**src/rtl/serial_ctrl_port.sv**
```systemverilog
module serial_ctrl_port #(
  parameter int CW = 32,
  parameter int AW = 8,
  parameter int CNTW = 20,
  parameter int NIN = 7,
  parameter logic [7:0] CODE_W1 = 8'h12,
  parameter logic [7:0] CODE_W2 = 8'h92,
  parameter logic [7:0] CODE_RD = 8'h52
) (
  input  logic            clk,
  input  logic            rst_n,
  input  logic            ser_en,
  input  logic            ser_clk,
  input  logic            ser_din,
  output logic            ser_dout_low,
  input  logic [NIN-1:0]  in_pins,
  input  logic [CNTW-1:0] cnt_value,
  input  logic            unlock_flag,
  input  logic            count_done,
  output logic [CW-1:0]   ctl1_word,
  output logic [CW-1:0]   ctl2_word
);
  localparam int RW  = NIN + CNTW;
  localparam int WCW = $clog2(CW + 1);
  localparam int RIW = $clog2(RW + 1);
  localparam int ACW = $clog2(AW);
  localparam int F_REF = 16;
  localparam int F_DT  = 20;
  localparam int F_IL  = 14;
  localparam int F_ULD = 16;
  localparam int F_H6  = 12;
  localparam int F_L7  = 13;

  typedef enum logic [2:0] {S_IDLE, S_ADDR, S_WR, S_RD, S_SKIP} st_t;

  logic [2:0] ce_p, sck_p, din_p;
  logic [NIN-1:0] pin_m, pin_s;
  logic i1_q;
  st_t state;
  logic [ACW-1:0] acnt;
  logic [AW-1:0] addr;
  logic wsel;
  logic [CW-1:0] wsh;
  logic [WCW-1:0] wcnt;
  logic [RW-1:0] rsh;
  logic [RIW-1:0] ridx;
  logic rd_bit, rd_valid;
  logic chg_flag;

  always_ff @(posedge clk or negedge rst_n)
    if (!rst_n) begin
      ce_p <= '0; sck_p <= '0; din_p <= '0;
      pin_m <= '0; pin_s <= '0; i1_q <= 1'b0;
    end else begin
      ce_p <= {ce_p[1:0], ser_en};
      sck_p <= {sck_p[1:0], ser_clk};
      din_p <= {din_p[1:0], ser_din};
      pin_m <= in_pins;
      pin_s <= pin_m;
      i1_q <= pin_s[0];
    end

  wire ce_s     = ce_p[1];
  wire ce_rise  = ce_p[1] & ~ce_p[2];
  wire ce_fall  = ~ce_p[1] & ce_p[2];
  wire sck_rise = ce_s & sck_p[1] & ~sck_p[2];
  wire sck_fall = ce_s & ~sck_p[1] & sck_p[2];
  wire din_s    = din_p[1];
  wire [AW-1:0] addr_n = {addr[AW-2:0], din_s};

  wire [1:0] dt_sel  = ctl1_word[F_DT+1:F_DT];
  wire [3:0] ref_sel = ctl1_word[F_REF+3:F_REF];
  wire [1:0] il_sel  = ctl2_word[F_IL+1:F_IL];
  wire uld = ctl2_word[F_ULD];
  wire i6_v = ctl2_word[F_H6] ? 1'b0 : pin_s[NIN-2];
  wire i7_v = ctl2_word[F_L7] ? 1'b0 : pin_s[NIN-1];
  wire [RW-1:0] snap = {i7_v, i6_v, pin_s[NIN-3:0], cnt_value};

  always_ff @(posedge clk or negedge rst_n)
    if (!rst_n) begin
      state <= S_IDLE; acnt <= '0; addr <= '0; wsel <= 1'b0;
      wsh <= '0; wcnt <= '0; rsh <= '0; ridx <= '0;
      rd_bit <= 1'b0; rd_valid <= 1'b0;
      ctl1_word <= '0; ctl2_word <= '0;
    end else if (ce_rise) begin
      state <= S_ADDR; acnt <= '0; addr <= '0;
      wcnt <= '0; ridx <= '0; rd_valid <= 1'b0;
    end else if (ce_fall) begin
      if (state == S_WR && wcnt == WCW'(CW)) begin
        if (wsel) ctl2_word <= wsh;
        else ctl1_word <= wsh;
      end
      state <= S_IDLE; rd_valid <= 1'b0;
    end else if (sck_rise) begin
      case (state)
        S_ADDR: begin
          addr <= addr_n;
          if (acnt == ACW'(AW - 1)) begin
            if (addr_n == CODE_W1) begin state <= S_WR; wsel <= 1'b0; end
            else if (addr_n == CODE_W2) begin state <= S_WR; wsel <= 1'b1; end
            else if (addr_n == CODE_RD) begin state <= S_RD; rsh <= snap; end
            else state <= S_SKIP;
          end else acnt <= acnt + 1'b1;
        end
        S_WR: if (wcnt < WCW'(CW)) begin
          wsh <= {din_s, wsh[CW-1:1]};
          wcnt <= wcnt + 1'b1;
        end
        default: ;
      endcase
    end else if (sck_fall && state == S_RD) begin
      if (ridx < RIW'(RW)) begin
        rd_bit <= rsh[RW-1];
        rsh <= {rsh[RW-2:0], 1'b0};
        ridx <= ridx + 1'b1;
        rd_valid <= 1'b1;
      end else rd_valid <= 1'b0;
    end

  always_ff @(posedge clk or negedge rst_n)
    if (!rst_n) chg_flag <= 1'b0;
    else if (ce_rise) chg_flag <= 1'b0;
    else if (pin_s[0] != i1_q && ref_sel != 4'b1110) chg_flag <= 1'b1;

  logic st_low;
  always_comb begin
    st_low = 1'b0;
    case (dt_sel)
      2'b00: st_low = ~uld & unlock_flag;
      2'b01: st_low = 1'b0;
      2'b10: st_low = count_done;
      2'b11:
        case (il_sel)
          2'b00: st_low = 1'b0;
          2'b01: st_low = ~ctl2_word[0] & ~pin_s[0];
          2'b10: st_low = ~ctl2_word[1] & ~pin_s[1];
          2'b11: st_low = ~ctl2_word[0] & chg_flag;
        endcase
    endcase
  end

  assign ser_dout_low = (state == S_RD) ? (rd_valid & ~rd_bit) : st_low;

  p_reset_words_r7: assert property (@(posedge clk)
    $rose(rst_n) |-> (ctl1_word == '0 && ctl2_word == '0));
  p_commit_on_fall_r2: assert property (@(posedge clk) disable iff (!rst_n)
    (!$stable(ctl1_word) || !$stable(ctl2_word)) |-> $past(ce_fall));
  p_read_keeps_words_r1: assert property (@(posedge clk) disable iff (!rst_n)
    (state == S_RD) |=> ($stable(ctl1_word) && $stable(ctl2_word)));
  p_idle_while_ce_low_r11: assert property (@(posedge clk) disable iff (!rst_n)
    !ce_s |=> (state == S_IDLE));
  p_bit_holds_between_falls_r5: assert property (@(posedge clk) disable iff (!rst_n)
    (state == S_RD && !sck_fall) |=> $stable(rd_bit));
  p_write_count_bound_r4: assert property (@(posedge clk) disable iff (!rst_n)
    wcnt <= WCW'(CW));
endmodule

```
**config.mk**
```make
export PLATFORM = sky130hd
export DESIGN_NAME = serial_ctrl_port
export DESIGN_NICKNAME = d
export VERILOG_FILES = /design/src/rtl/serial_ctrl_port.sv
export SDC_FILE = /design/constraint.sdc
export NUM_CORES = 1
export LEC_CHECK = 0
export ABC_AREA = 1
export BUFFER_PORTS_ARGS = -buffer_cell sky130_fd_sc_hd__buf_4
export CORE_ASPECT_RATIO = 1.25
export CORE_MARGIN = 10
export CORE_UTILIZATION = 52
export CTS_CLUSTER_SIZE = 28
export DETAILED_ROUTE_END_ITERATION = 8
export MAX_ROUTING_LAYER = met4
export PLACE_DENSITY_LB_ADDON = 0.2
export SLEW_MARGIN = 20
export SYNTH_ARGS = -nofsm -noshare
export SYNTH_HDL_FRONTEND = slang
export SYNTH_SLANG_ARGS = --single-unit
export TNS_END_PERCENT = 50
```
**constraint.sdc**
```tcl
create_clock -name clk -period 1.67 [get_ports clk]
set_clock_uncertainty 0.1 [all_clocks]
set_input_delay 0.501 -clock clk [delete_from_list [all_inputs] [get_ports clk]]
set_output_delay 0.501 -clock clk [all_outputs]
set_load 0.01 [all_outputs]
```
== After elaboration in Yosys (flattened, before gate mapping) ==
Index checks and enable logic that the tools add are counted.
Operators by class
  add/sub/neg operators: 3
  order comparisons: 2
  equality and inequality tests: 25
  muxes and demuxes: 49
  bitwise logic cells: 25
  reduce and logical (&&, ||, !) cells: 31
Operators with widths (count)
  two-way mux 27 bit: 8
  two-way mux 3 bit: 13
  two-way mux 6 bit: 5
  two-way mux 7 bit: 4
  two-way mux 5 bit: 5
  AND reduction 4 bit: 5
  nonzero test 2 bit: 10
  inverter 1 bit: 14
  two-way mux 1 bit: 12
  nonzero test 3 bit: 4
  AND 1 bit: 11
  inequality test 2 bit, second input constant: 5
  AND reduction 5 bit: 2
  AND reduction 9 bit: 1
  equality test 2 bit, second input constant: 4
  equality test 8 x 5 -> 1 bit, second input constant: 1
  equality test 8 x 7 -> 1 bit, second input constant: 1
  equality test 8 bit, second input constant: 1
  one-hot mux 1 bit (4 select lines): 2
  adder 6 x 1 -> 6 bit, second input constant: 1
  equality test 3 x 2 -> 1 bit, second input constant: 2
  equality test 6 bit, second input constant: 1
  < comparator 6 bit, second input constant: 1
  inequality test 2 x 1 -> 1 bit, second input constant: 3
  other kinds (14): 19
Word-level totals
  register bits: 174
  bits of input ports: 34
  output and inout port bits: 65
  logic and storage cells: 154

== Depth between registers and ports, before layout ==
Gate-level depths: netlist of run 1.
  word-level depth: 9
  gate-level depth with buffers: 10
  mapped depth without buffers: 9

== Worst setup path after synthesis of run 1 ==
OpenSTA, ideal clock, no wires.
  kind: flip-flop to flip-flop
  start point: register ce_p[1]
  end point: register rsh[20]
  library setup time: 0.116 ns
  data arrival time: 1.449 ns
  required time: 1.454 ns
  setup slack: 0.004 ns
  stages on the path, launching flop included: 8
  path buffers: 2
  period minus slack after synthesis: 1.666 ns
  cell sequence: dfrtp_1 > ha_1 > buf_2 > nor2_2 > nand3_2 > buf_2 > nand3_1 > nand2_1
On the way
  cells in the longest elaborated chain, start to end: 5
  elaborated cells between the ends (all ways): 19
  classes of those cells: eq/ne (5); mux (1); bitwise (9); reduce/logical (4)
Ends and longest elaborated chain
  from (decl): line 36  | logic [2:0] ce_p, sck_p, din_p;
  from (signal assigned): line 55  | ce_p <= {ce_p[1:0], ser_en};
  AND 1 bit (2 in series): line 67  | wire sck_fall = ce_s & ~sck_p[1] & sck_p[2];
  logical AND 1 bit: line 111  | end else if (sck_fall && state == S_RD) begin
  nonzero test 2 bit (no source line)
  AND reduction 9 bit (no source line)
  to (signal assigned): line 114  | rsh <= {rsh[RW-2:0], 1'b0};
  to (decl): line 45  | logic [RW-1:0] rsh;
Several ways; a longest one is shown, not always the timed one.
A chain may end at the register's enable or synchronous reset.

== Final worst setup path of run 1 ==
  start point: register ctl1_word[20]
  end point: output port ser_dout_low
On the way
  cells in the longest elaborated chain, start to end: 3
  elaborated cells between the ends (all ways): 6
  classes of those cells: eq/ne (3); mux (2); reduce/logical (1)
Ends and longest elaborated chain
  from (decl): line 20  | output logic [CW-1:0] ctl1_word,
  from (signal assigned): line 91  | else ctl1_word <= wsh;
  equality test 2 bit, or another cell as far along: line 128  | case (dt_sel)
  one-hot mux 1 bit (4 select lines) (*): line 128
  two-way mux 1 bit (*): line 142  | assign ser_dout_low = (state == S_RD) ? (rd_valid & ~rd_bit) : st_low;
  to (decl): line 15  | output logic ser_dout_low,
Mark *: on every way between the ends. The rest lies on a longest branch, timed or not.

==> impl_metrics.py, run 1 <==
metrics = {
    "status": {
        "violations": "negative setup slack",
        "status": "finished with violations",
    },
    "critical_path": {
        "r2r_setup_slack_ps": -210,
        "worst-endpoint-arrival_ps": 1570,
        "crit_type": "flip-flop to primary output",
        "required_ps": 1070,
        "startpoint": "ctl1_word[20]",
        "setup.worst_path.end_class": "primary output",
        "r2r-start": "ce_p[2]",
        "worst-path-max-fanout": 2,
        "start_kind": "flip-flop",
    },
    "cells_and_area": {
        "final_cell_mix": "nand2_1 (178), dfrtp_1 (171), buf_4 (123)",
        "antenna_cells": 0,
        "multi_input_area_um2": 3340,
        "final_layout_size_suffix_gt1_frac": 0.432,
        "final_nets": 1001,
        "final_cells": 1146,
        "final_common_cell": "nand2_1",
        "fillers": 860,
        "register_area_um2": 4360,
        "area_growth_pct": 45.3,
        "fin_area_um2": 10700,
    },
    "hold_path": {
        "worstHoldPathType": "input pin to flip-flop",
        "hold_start": "ser_din",
    },
    "floorplanning": {
        "boundaryPins": 99,
        "die_h_um": 153,
        "dieWidth_um": 126,
        "rows": 48,
        "die_area_um2": 19300,
        "initial_core_util": 0.531,
        "core-area_um2": 13800,
    },
    "detailed_routing": {
        "vias": 6194,
        "drc_errors": 0,
        "drtIter0Drc": 375,
        "wl_per_cell_um": 18.9,
        "drtPass1Iterations": 5,
        "postRouteAntennaNets": 0,
        "wirelength_um": 21700,
        "viasPerCell": 5.40,
    },
    "clocking": {
        "insertion_delay_ps": 430,
        "root_buffer": "clkbuf_16",
        "clock_sinks": 174,
        "clk_pin_slew_worst_paths_ps": 60,
        "clockBufferDepth": 2,
        "htreeDepth": 4,
        "cts_made_buffers": 17,
        "cts_tree": "done",
    },
    "logic_synthesis": {
        "synth_flop_cell": "dfrtp_1",
        "avgSynthCellArea_um2": 9.29,
        "synth_warnings": 0,
        "ys_ff_latch": 174,
        "netlist_instances": 789,
        "yosysSeqAreaShare": 0.594,
        "async_reset_ff_frac": 1.00,
        "synth_cell_type_count": 31,
        "syn_nets": 830,
        "synth_edf_count": 0,
        "syn_area_um2": 7330,
    },
    "placed_design": {
        "place_congestion": 0.869,
        "port-buffer-count": 98,
        "place_inst": 1070,
        "hpwl_um": 11400,
        "postPlaceCellArea_um2": 8460,
    },
    "grt": {
        "grt_pass1_vias": 6278,
        "grt_pass1_wl_um": 31100,
        "gr-total-overflow": 0,
        "grt_max_degree": 49,
        "antenna_found_initial": 0,
        "grt_util_all_layers": 0.203,
    },
    "timing": {
        "final.setup.tns_ps": -11090,
        "slew_violations": 0,
        "min_period_ps": 2180,
        "clock.fmax_ghz": 0.460,
        "fin_hold_ws_ps": 76.8,
        "setup_viol_count_final": 99,
        "slew_headroom": 0.782,
        "worstMarginPinSlew_ps": 324,
        "hold_viol": 0,
        "rsz0062_at_grt": "yes",
        "setup_ws_ps": -505,
        "period_share": 1.30,
    },
    "run": {
        "maxCapViolCount": 0,
    },
    "power": {
        "irDropWorstVdd_v": 0.000597,
        "cellLeakagePower_nw": 5.11,
        "p_per_area_nw_per_um2": 823,
    },
}
## cell usage after synthesis (3+ instances only)
cell     count  area (µm²)
nand2_1    268        1010
dfrtp_1    174        4350
o21ai_1     71         355
inv_1       66         248
nand3_1     50         250
o21ai_2     29         254
nor2_1      25        93.8
buf_2       21         105
o21ai_0     16        80.1
buf_6        8        90.1
ha_1         7        87.6
inv_2        7        26.3
nand4_1      7        43.8
o22ai_1      6        37.5
nand3_2      4        40.0
xor2_1       4        35.0
nor2_2       3        18.8
## worst paths after layout
path,to,cells after the start
setup / recovery,ser_dout_low,6
hold / removal,din_p[0],1
setup reg to reg,rsh[9],10
hold reg to reg,pin_s[4],0
max in group asynchronous,wsh[13],3
min in group asynchronous,addr[6],2
## where the power goes
| group | internal, mW | switching [mW] |
|---|---|---|
| Sequential | 4.32 | 0.0758 |
| Clock | 2.19 | 1.57 |
| Combinational | 0.261 | 0.352 |
| Total | 6.77 | 2.00 |
## registers in the layout, indices dropped and copies added, names as in the netlist, 5 cells and up
register / flops
wsh: 32
ridx: 5
pin_m: 7
wcnt: 6
ctl1_word: 32
pin_s: 7
rsh: 27
ctl2_word: 32
addr: 7
## critical path: stages, from the launching register on
cell,delay [ps]
dfrtp_1,410
nor3_1,290
buf_4,160
nor2_1,40
nand2_1,50
nand2_1,60
buf_6,120
## final cells by class
class	instances	share of cell area
sequential	174	0.409
multi-input combinational	514	0.313
timing repair buffer	180	0.179
clock buffer	24	0.0462
inverter	73	0.0260
tap	175	0.0206
clock inverter	6	0.00564
## per-layer routing
layer  GRT usage  share of wire
met5           -              0
met1       0.228           0.39
met3      0.0477          0.040
met2       0.339           0.55
met4      0.0837          0.020
## timing repair
action / CTS / global route
endpoints found under the setup margin: 112 / 156
hold buffers: 1 / 0
hold endpoints to repair: 13 / 0
buffers inserted: 21 / 11
resized for setup: 99 / 179
gates cloned: 13 / 9
pin swaps: 11 / 28
## logic make-up (layout without fill, tap and decap cells)
logic type                 count (synthesis)  in the layout  share of synthesized area
and+or+nand+nor                          371            375                      0.218
DFF                                      174            174                      0.594
AOI/OAI and AO/OA                        126            126                      0.103
buffers and inverters                    105            283                     0.0666
adders and majority gates                  7              7                     0.0119
xor gates and xnor gates                   6              6                    0.00717
## through the flow
step | utilization | power (mW) | worst slack, ps
floorplan | - | 4.69 | 4.08
global placement | 0.613 | 4.94 | -149
detailed placement | 0.613 | 4.97 | -190
CTS | 0.714 | 8.75 | -465
global route | 0.771 | 9.06 | -560
finish | 0.771 | 8.77 | -505
(Power assumes the default switching activity.)
==> run 2, diff against run 1 <==
- MAX_ROUTING_LAYER: met4 -> default
==> run 2 against run 1 <==
Compared with the run above: global-route usage fell by 2.5 points; wire length fell by 14%; sequential power barely moved; largest cell class unchanged; largest power group unchanged; critical path type unchanged; final cell count fell by 1.0%; sequential cell count did not move; non-clock buffer count fell by 13; critical path depth rose by 2; maximum frequency rose by 4.4%; sequential share of layout area rose by 2.7 points; hold slack got worse by 6.1 ps; critical endpoint unchanged; combinational power fell by 1%; the run still ends with negative setup slack left.
==> impl_metrics.py, run 2 (synthesized netlist as in run 1, its figures left out) <==
metrics = {
    "status": {
        "status": "finished with violations",
        "violations": "negative setup slack",
    },
    "clocking": {
        "clock_sinks": 174,
        "clockBufferDepth": 2,
        "root_buffer": "clkbuf_16",
        "htreeDepth": 4,
        "cts_made_buffers": 17,
        "clk_pin_slew_worst_paths_ps": 70,
        "insertion_delay_ps": 430,
        "cts_tree": "done",
    },
    "timing": {
        "fin_hold_ws_ps": 70.7,
        "period_share": 1.25,
        "final.setup.tns_ps": -6530,
        "min_period_ps": 2080,
        "worstMarginPinSlew_ps": 308,
        "hold_viol": 0,
        "setup_ws_ps": -415,
        "rsz0062_at_grt": "yes",
        "clock.fmax_ghz": 0.480,
        "slew_violations": 0,
        "slew_headroom": 0.795,
        "setup_viol_count_final": 80,
    },
    "detailed_routing": {
        "viasPerCell": 5.21,
        "drtPass1Iterations": 5,
        "highest_layer": "met4",
        "wl_met2_um": 9830,
        "wl_per_cell_um": 16.4,
        "drtIter0Drc": 372,
        "met1_length_um": 7510,
        "postRouteAntennaNets": 0,
        "wirelength_um": 18600,
        "vias": 5911,
        "wl_met3_um": 918,
        "drc_errors": 0,
    },
    "hold_path": {
        "worstHoldPathType": "input pin to flip-flop",
    },
    "critical_path": {
        "required_ps": 1070,
        "cpMostUsedCell": "nand2_2",
        "crit_chain": "inv_1 > nor2_1 > o21ai_1 > nand3_1 > nand2_2 > nand2_2 > nand2_2 > buf_6",
        "setup.worst_path.end_class": "primary output",
        "path_buf_inv": 2,
        "crit_family": "flip-flops",
        "start_kind": "flip-flop",
        "worst-path-max-fanout": 3,
        "slowest_stage": "dfrtp_1",
        "slowest_delay_ps": 390,
        "worst-endpoint-arrival_ps": 1480,
        "crit_type": "flip-flop to primary output",
    },
    "placed_design": {
        "hpwl_um": 11300,
        "port-buffer-count": 98,
        "postPlaceCellArea_um2": 8450,
        "place_inst": 1066,
        "place_congestion": 0.828,
        "pre_cts_slack_ps": -154,
    },
    "power": {
        "irDropWorstVdd_v": 0.000668,
        "p_per_area_nw_per_um2": 930,
        "cellLeakagePower_nw": 4.82,
        "total_power_mw": 9.29,
    },
    "grt": {
        "grt_max_degree": 47,
        "grt_pass1_vias": 5937,
        "gr-total-overflow": 0,
        "antenna_found_initial": 0,
        "grt_util_all_layers": 0.178,
        "grt_pass1_wl_um": 28600,
    },
    "cells_and_area": {
        "fillers": 970,
        "area_growth_pct": 36.3,
        "reg_top3": "ctl1_word x32, ctl2_word x32, wsh x32",
        "final_common_cell": "nand2_1",
        "final_layout_size_suffix_gt1_frac": 0.319,
        "antenna_cells": 0,
        "utilization": 0.723,
        "final_nets": 987,
        "final_cells": 1134,
        "final_cell_mix": "nand2_1 (235), dfrtp_1 (174), buf_4 (120)",
        "fin_area_um2": 9990,
    },
    "floorplanning": {
        "dieWidth_um": 126,
        "core-area_um2": 13800,
        "initial_core_util": 0.531,
        "die_area_um2": 19300,
        "die_h_um": 153,
        "rows": 48,
        "boundaryPins": 99,
    },
    "run": {
        "maxCapViolCount": 0,
    },
}
run 2: changes by cell type in the layout (fill, tap and decap cells not counted), sizes merged:
cell    delta
nand2      -1
clkbuf     -1
bufinv     +3
buf       -16
inv        +3
run 2: report_power, final:
group,switching [mW],internal (mW)
sequential,0.0786,4.32
clock,1.65,2.63
combinational,0.336,0.270
total,2.06,7.22
run 2: path summary, 6_finish.rpt:
check	depth (start not counted)	slack (ps)	endpoint	start
max reg2reg	9	-130	rsh[10]	acnt[0]
max	8	-410	ser_dout_low	ctl2_word[15]
min reg2reg	0	240	pin_s[2]	pin_m[2]
min	1	70	pin_m[5]	in_pins[5]
min in group asynchronous	2	380	acnt[0]	rst_n
max in group asynchronous	3	600	wsh[5]	rst_n
run 2: routing by layer:
metal	track usage	up-vias
met1	0.207	2881
met2	0.305	149
met3	0.0435	33
li1	-	2848
met4	0.0750	0
met5	0	-
run 2: area by class of cell:
| cell class | instances | area [µm²] | area share |
|---|---|---|---|
| repair buffers | 167 | 1690 | 0.169 |
| clock buffers | 20 | 467 | 0.0467 |
| well taps | 175 | 219 | 0.0219 |
| flip-flops and latches | 174 | 4350 | 0.436 |
| multi-input cells | 513 | 2810 | 0.281 |
| clock inverters | 12 | 180 | 0.0180 |
| inverters | 73 | 274 | 0.0274 |
run 2: worst reg2reg max path, stage by stage, from the launching register on:
cell and delay (ps):
dfrtp_1 360, ha_1 150, ha_2 190, nand4_2 140, nor2_2 160, nand3_4 150, buf_12 180, buf_16 130
nand3_1 70, nand2_1 70
run 2: repair_timing:
item                                   4_1_cts  5_1_grt
hold buffers                                 1        0
setup buffers                                9       15
pin swaps                                    2        7
gates cloned                                 4       10
resized for setup                           36       76
setup endpoints to repair                   69      149
endpoints found under the hold margin       13        0
==> run 3, diff against run 2 <==
- CORE_ASPECT_RATIO: 1.25 -> 0.7
==> run 3 against run 2 <==
Compared with the run above: the run still ends with negative setup slack left; die area increased by 0.24%; count of clock-buffer cells in the layout decreased by 1; sequential share of layout area decreased by 1.7 points; final cell count increased by 1.1%; design area increased by 4.1%; sequential cell count unchanged; clock power decreased by 2%; wire length increased by 13%; non-clock buffer count decreased by 1; worst setup slack improved by 3.4 ps; via count increased by 3.6%; critical path type unchanged; highest routed layer unchanged.
==> impl_metrics.py, run 3 (synthesized netlist as in run 1, its figures left out) <==
metrics = {
    "grt": {
        "gr-total-overflow": 0,
        "grt_pass1_vias": 6011,
        "grt_pass1_wl_um": 30400,
        "antenna_found_initial": 0,
        "grt_util_all_layers": 0.195,
        "grt_max_degree": 44,
    },
    "status": {
        "status": "finished with violations",
        "violations": "negative setup slack",
    },
    "placed_design": {
        "place_congestion": 0.854,
        "port-buffer-count": 98,
        "place_inst": 1079,
        "pre_cts_slack_ps": -115,
        "hpwl_um": 11600,
    },
    "critical_path": {
        "setup.worst_path.end_class": "primary output",
        "required_ps": 1070,
        "crit_type": "flip-flop to primary output",
        "start_kind": "flip-flop",
        "worst-path-max-fanout": 3,
        "worst-endpoint-arrival_ps": 1480,
        "rr_worst_depth": 11,
    },
    "timing": {
        "hold_viol": 0,
        "clock.fmax_ghz": 0.480,
        "slew_headroom": 0.766,
        "setup_ws_ps": -411,
        "period_share": 1.25,
        "worstMarginPinSlew_ps": 351,
        "rsz0062_at_grt": "yes",
        "setup_viol_count_final": 98,
        "slew_violations": 0,
        "min_period_ps": 2080,
    },
    "clocking": {
        "cts_tree": "done",
        "clk_pin_slew_worst_paths_ps": 70,
        "cts_made_buffers": 17,
        "clockBufferDepth": 2,
        "htreeDepth": 4,
        "clock_sinks": 174,
        "insertion_delay_ps": 440,
        "root_buffer": "clkbuf_16",
    },
    "power": {
        "irDropWorstVdd_v": 0.000699,
        "cellLeakagePower_nw": 5.01,
        "p_per_area_nw_per_um2": 887,
        "total_power_mw": 9.22,
    },
    "cells_and_area": {
        "final_nets": 985,
        "reg_top3": "ctl1_word x32, ctl2_word x32, wsh x32",
        "antenna_cells": 0,
        "area_growth_pct": 41.8,
        "fillers": 939,
        "final_cell_mix": "nand2_1 (211), dfrtp_1 (171), buf_4 (114)",
        "final_layout_size_suffix_gt1_frac": 0.391,
        "final_cells": 1147,
        "final_common_cell": "nand2_1",
        "utilization": 0.750,
    },
    "floorplanning": {
        "initial_core_util": 0.528,
        "rows": 36,
        "die_area_um2": 19300,
        "core-area_um2": 13900,
        "boundaryPins": 99,
        "dieWidth_um": 162,
        "die_h_um": 119,
    },
    "detailed_routing": {
        "vias": 6125,
        "drc_errors": 0,
        "wirelength_um": 21100,
        "drtPass1Iterations": 5,
        "drtIter0Drc": 430,
        "viasPerCell": 5.34,
        "wl_per_cell_um": 18.4,
        "postRouteAntennaNets": 0,
    },
    "hold_path": {
        "hold_depth": 1,
        "worstHoldPathType": "input pin to flip-flop",
    },
    "run": {
        "maxCapViolCount": 0,
    },
}
-- run 3: path summary, 6_finish.rpt --
path / startpoint / to / slack [ps]
max: ctl2_word[1] / ser_dout_low / -410
max in group asynchronous: rst_n / addr[1] / 510
min in group asynchronous: rst_n / rsh[13] / 440
min reg2reg: pin_m[0] / pin_s[0] / 260
max reg2reg: ce_p[1] / ctl1_word[17] / -220
min: in_pins[5] / pin_m[5] / 70
-- run 3: metrics by stage --
step / setup TNS [ps] / area (µm²) / hold slack, ps
floorplan: 0 / 7330 / 105
global placement: -48.0 / 8480 / 231
detailed placement: -2540 / 8480 / 236
CTS: -5300 / 9570 / 57.5
global route: -20090 / 10400 / 49.5
finish: -11850 / 10400 / 67.9
-- run 3: report_power, final --
part	switching (mW)	total (mW)	internal, mW	leakage (nW)
Sequential	0.0675	4.39	4.32	2.25
Clock	1.76	4.19	2.43	0.295
Combinational	0.362	0.645	0.284	2.46
-- run 3: layer usage --
metal  global-route usage  up-vias  routed length (µm)
li1                     -     2867                   -
met4               0.0748        0                 398
met1                0.238     3021                8760
met3               0.0640       34                1400
met5                    0        -                   0
met2                0.315      203               10500
-- run 3: area by class of cell --
class / count / area, µm² / area share
Sequential cell: 174 / 4360 / 0.419
Multi-Input combinational cell: 512 / 3140 / 0.302
Timing Repair Buffer: 166 / 1760 / 0.170
Clock buffer: 19 / 443 / 0.0426
Inverter: 73 / 277 / 0.0266
Tap cell: 190 / 238 / 0.0229
Clock inverter: 13 / 179 / 0.0172
-- run 3: critical path, cell delays in order (launching register included) --
cell and delay [ps]:
dfrtp_1 440, o21bai_1 170, nand3_1 120, nand2_1 90
nand2_1 50, nand2_1 70, buf_6 110
-- run 3: what timing repair did --
action	4_1_cts	5_1_grt
endpoints found under the setup margin	98	147
buffers inserted	11	7
pin swaps	6	34
gates cloned	7	14
gates resized for setup	54	150
hold endpoints to repair	21	0
hold buffers	1	0
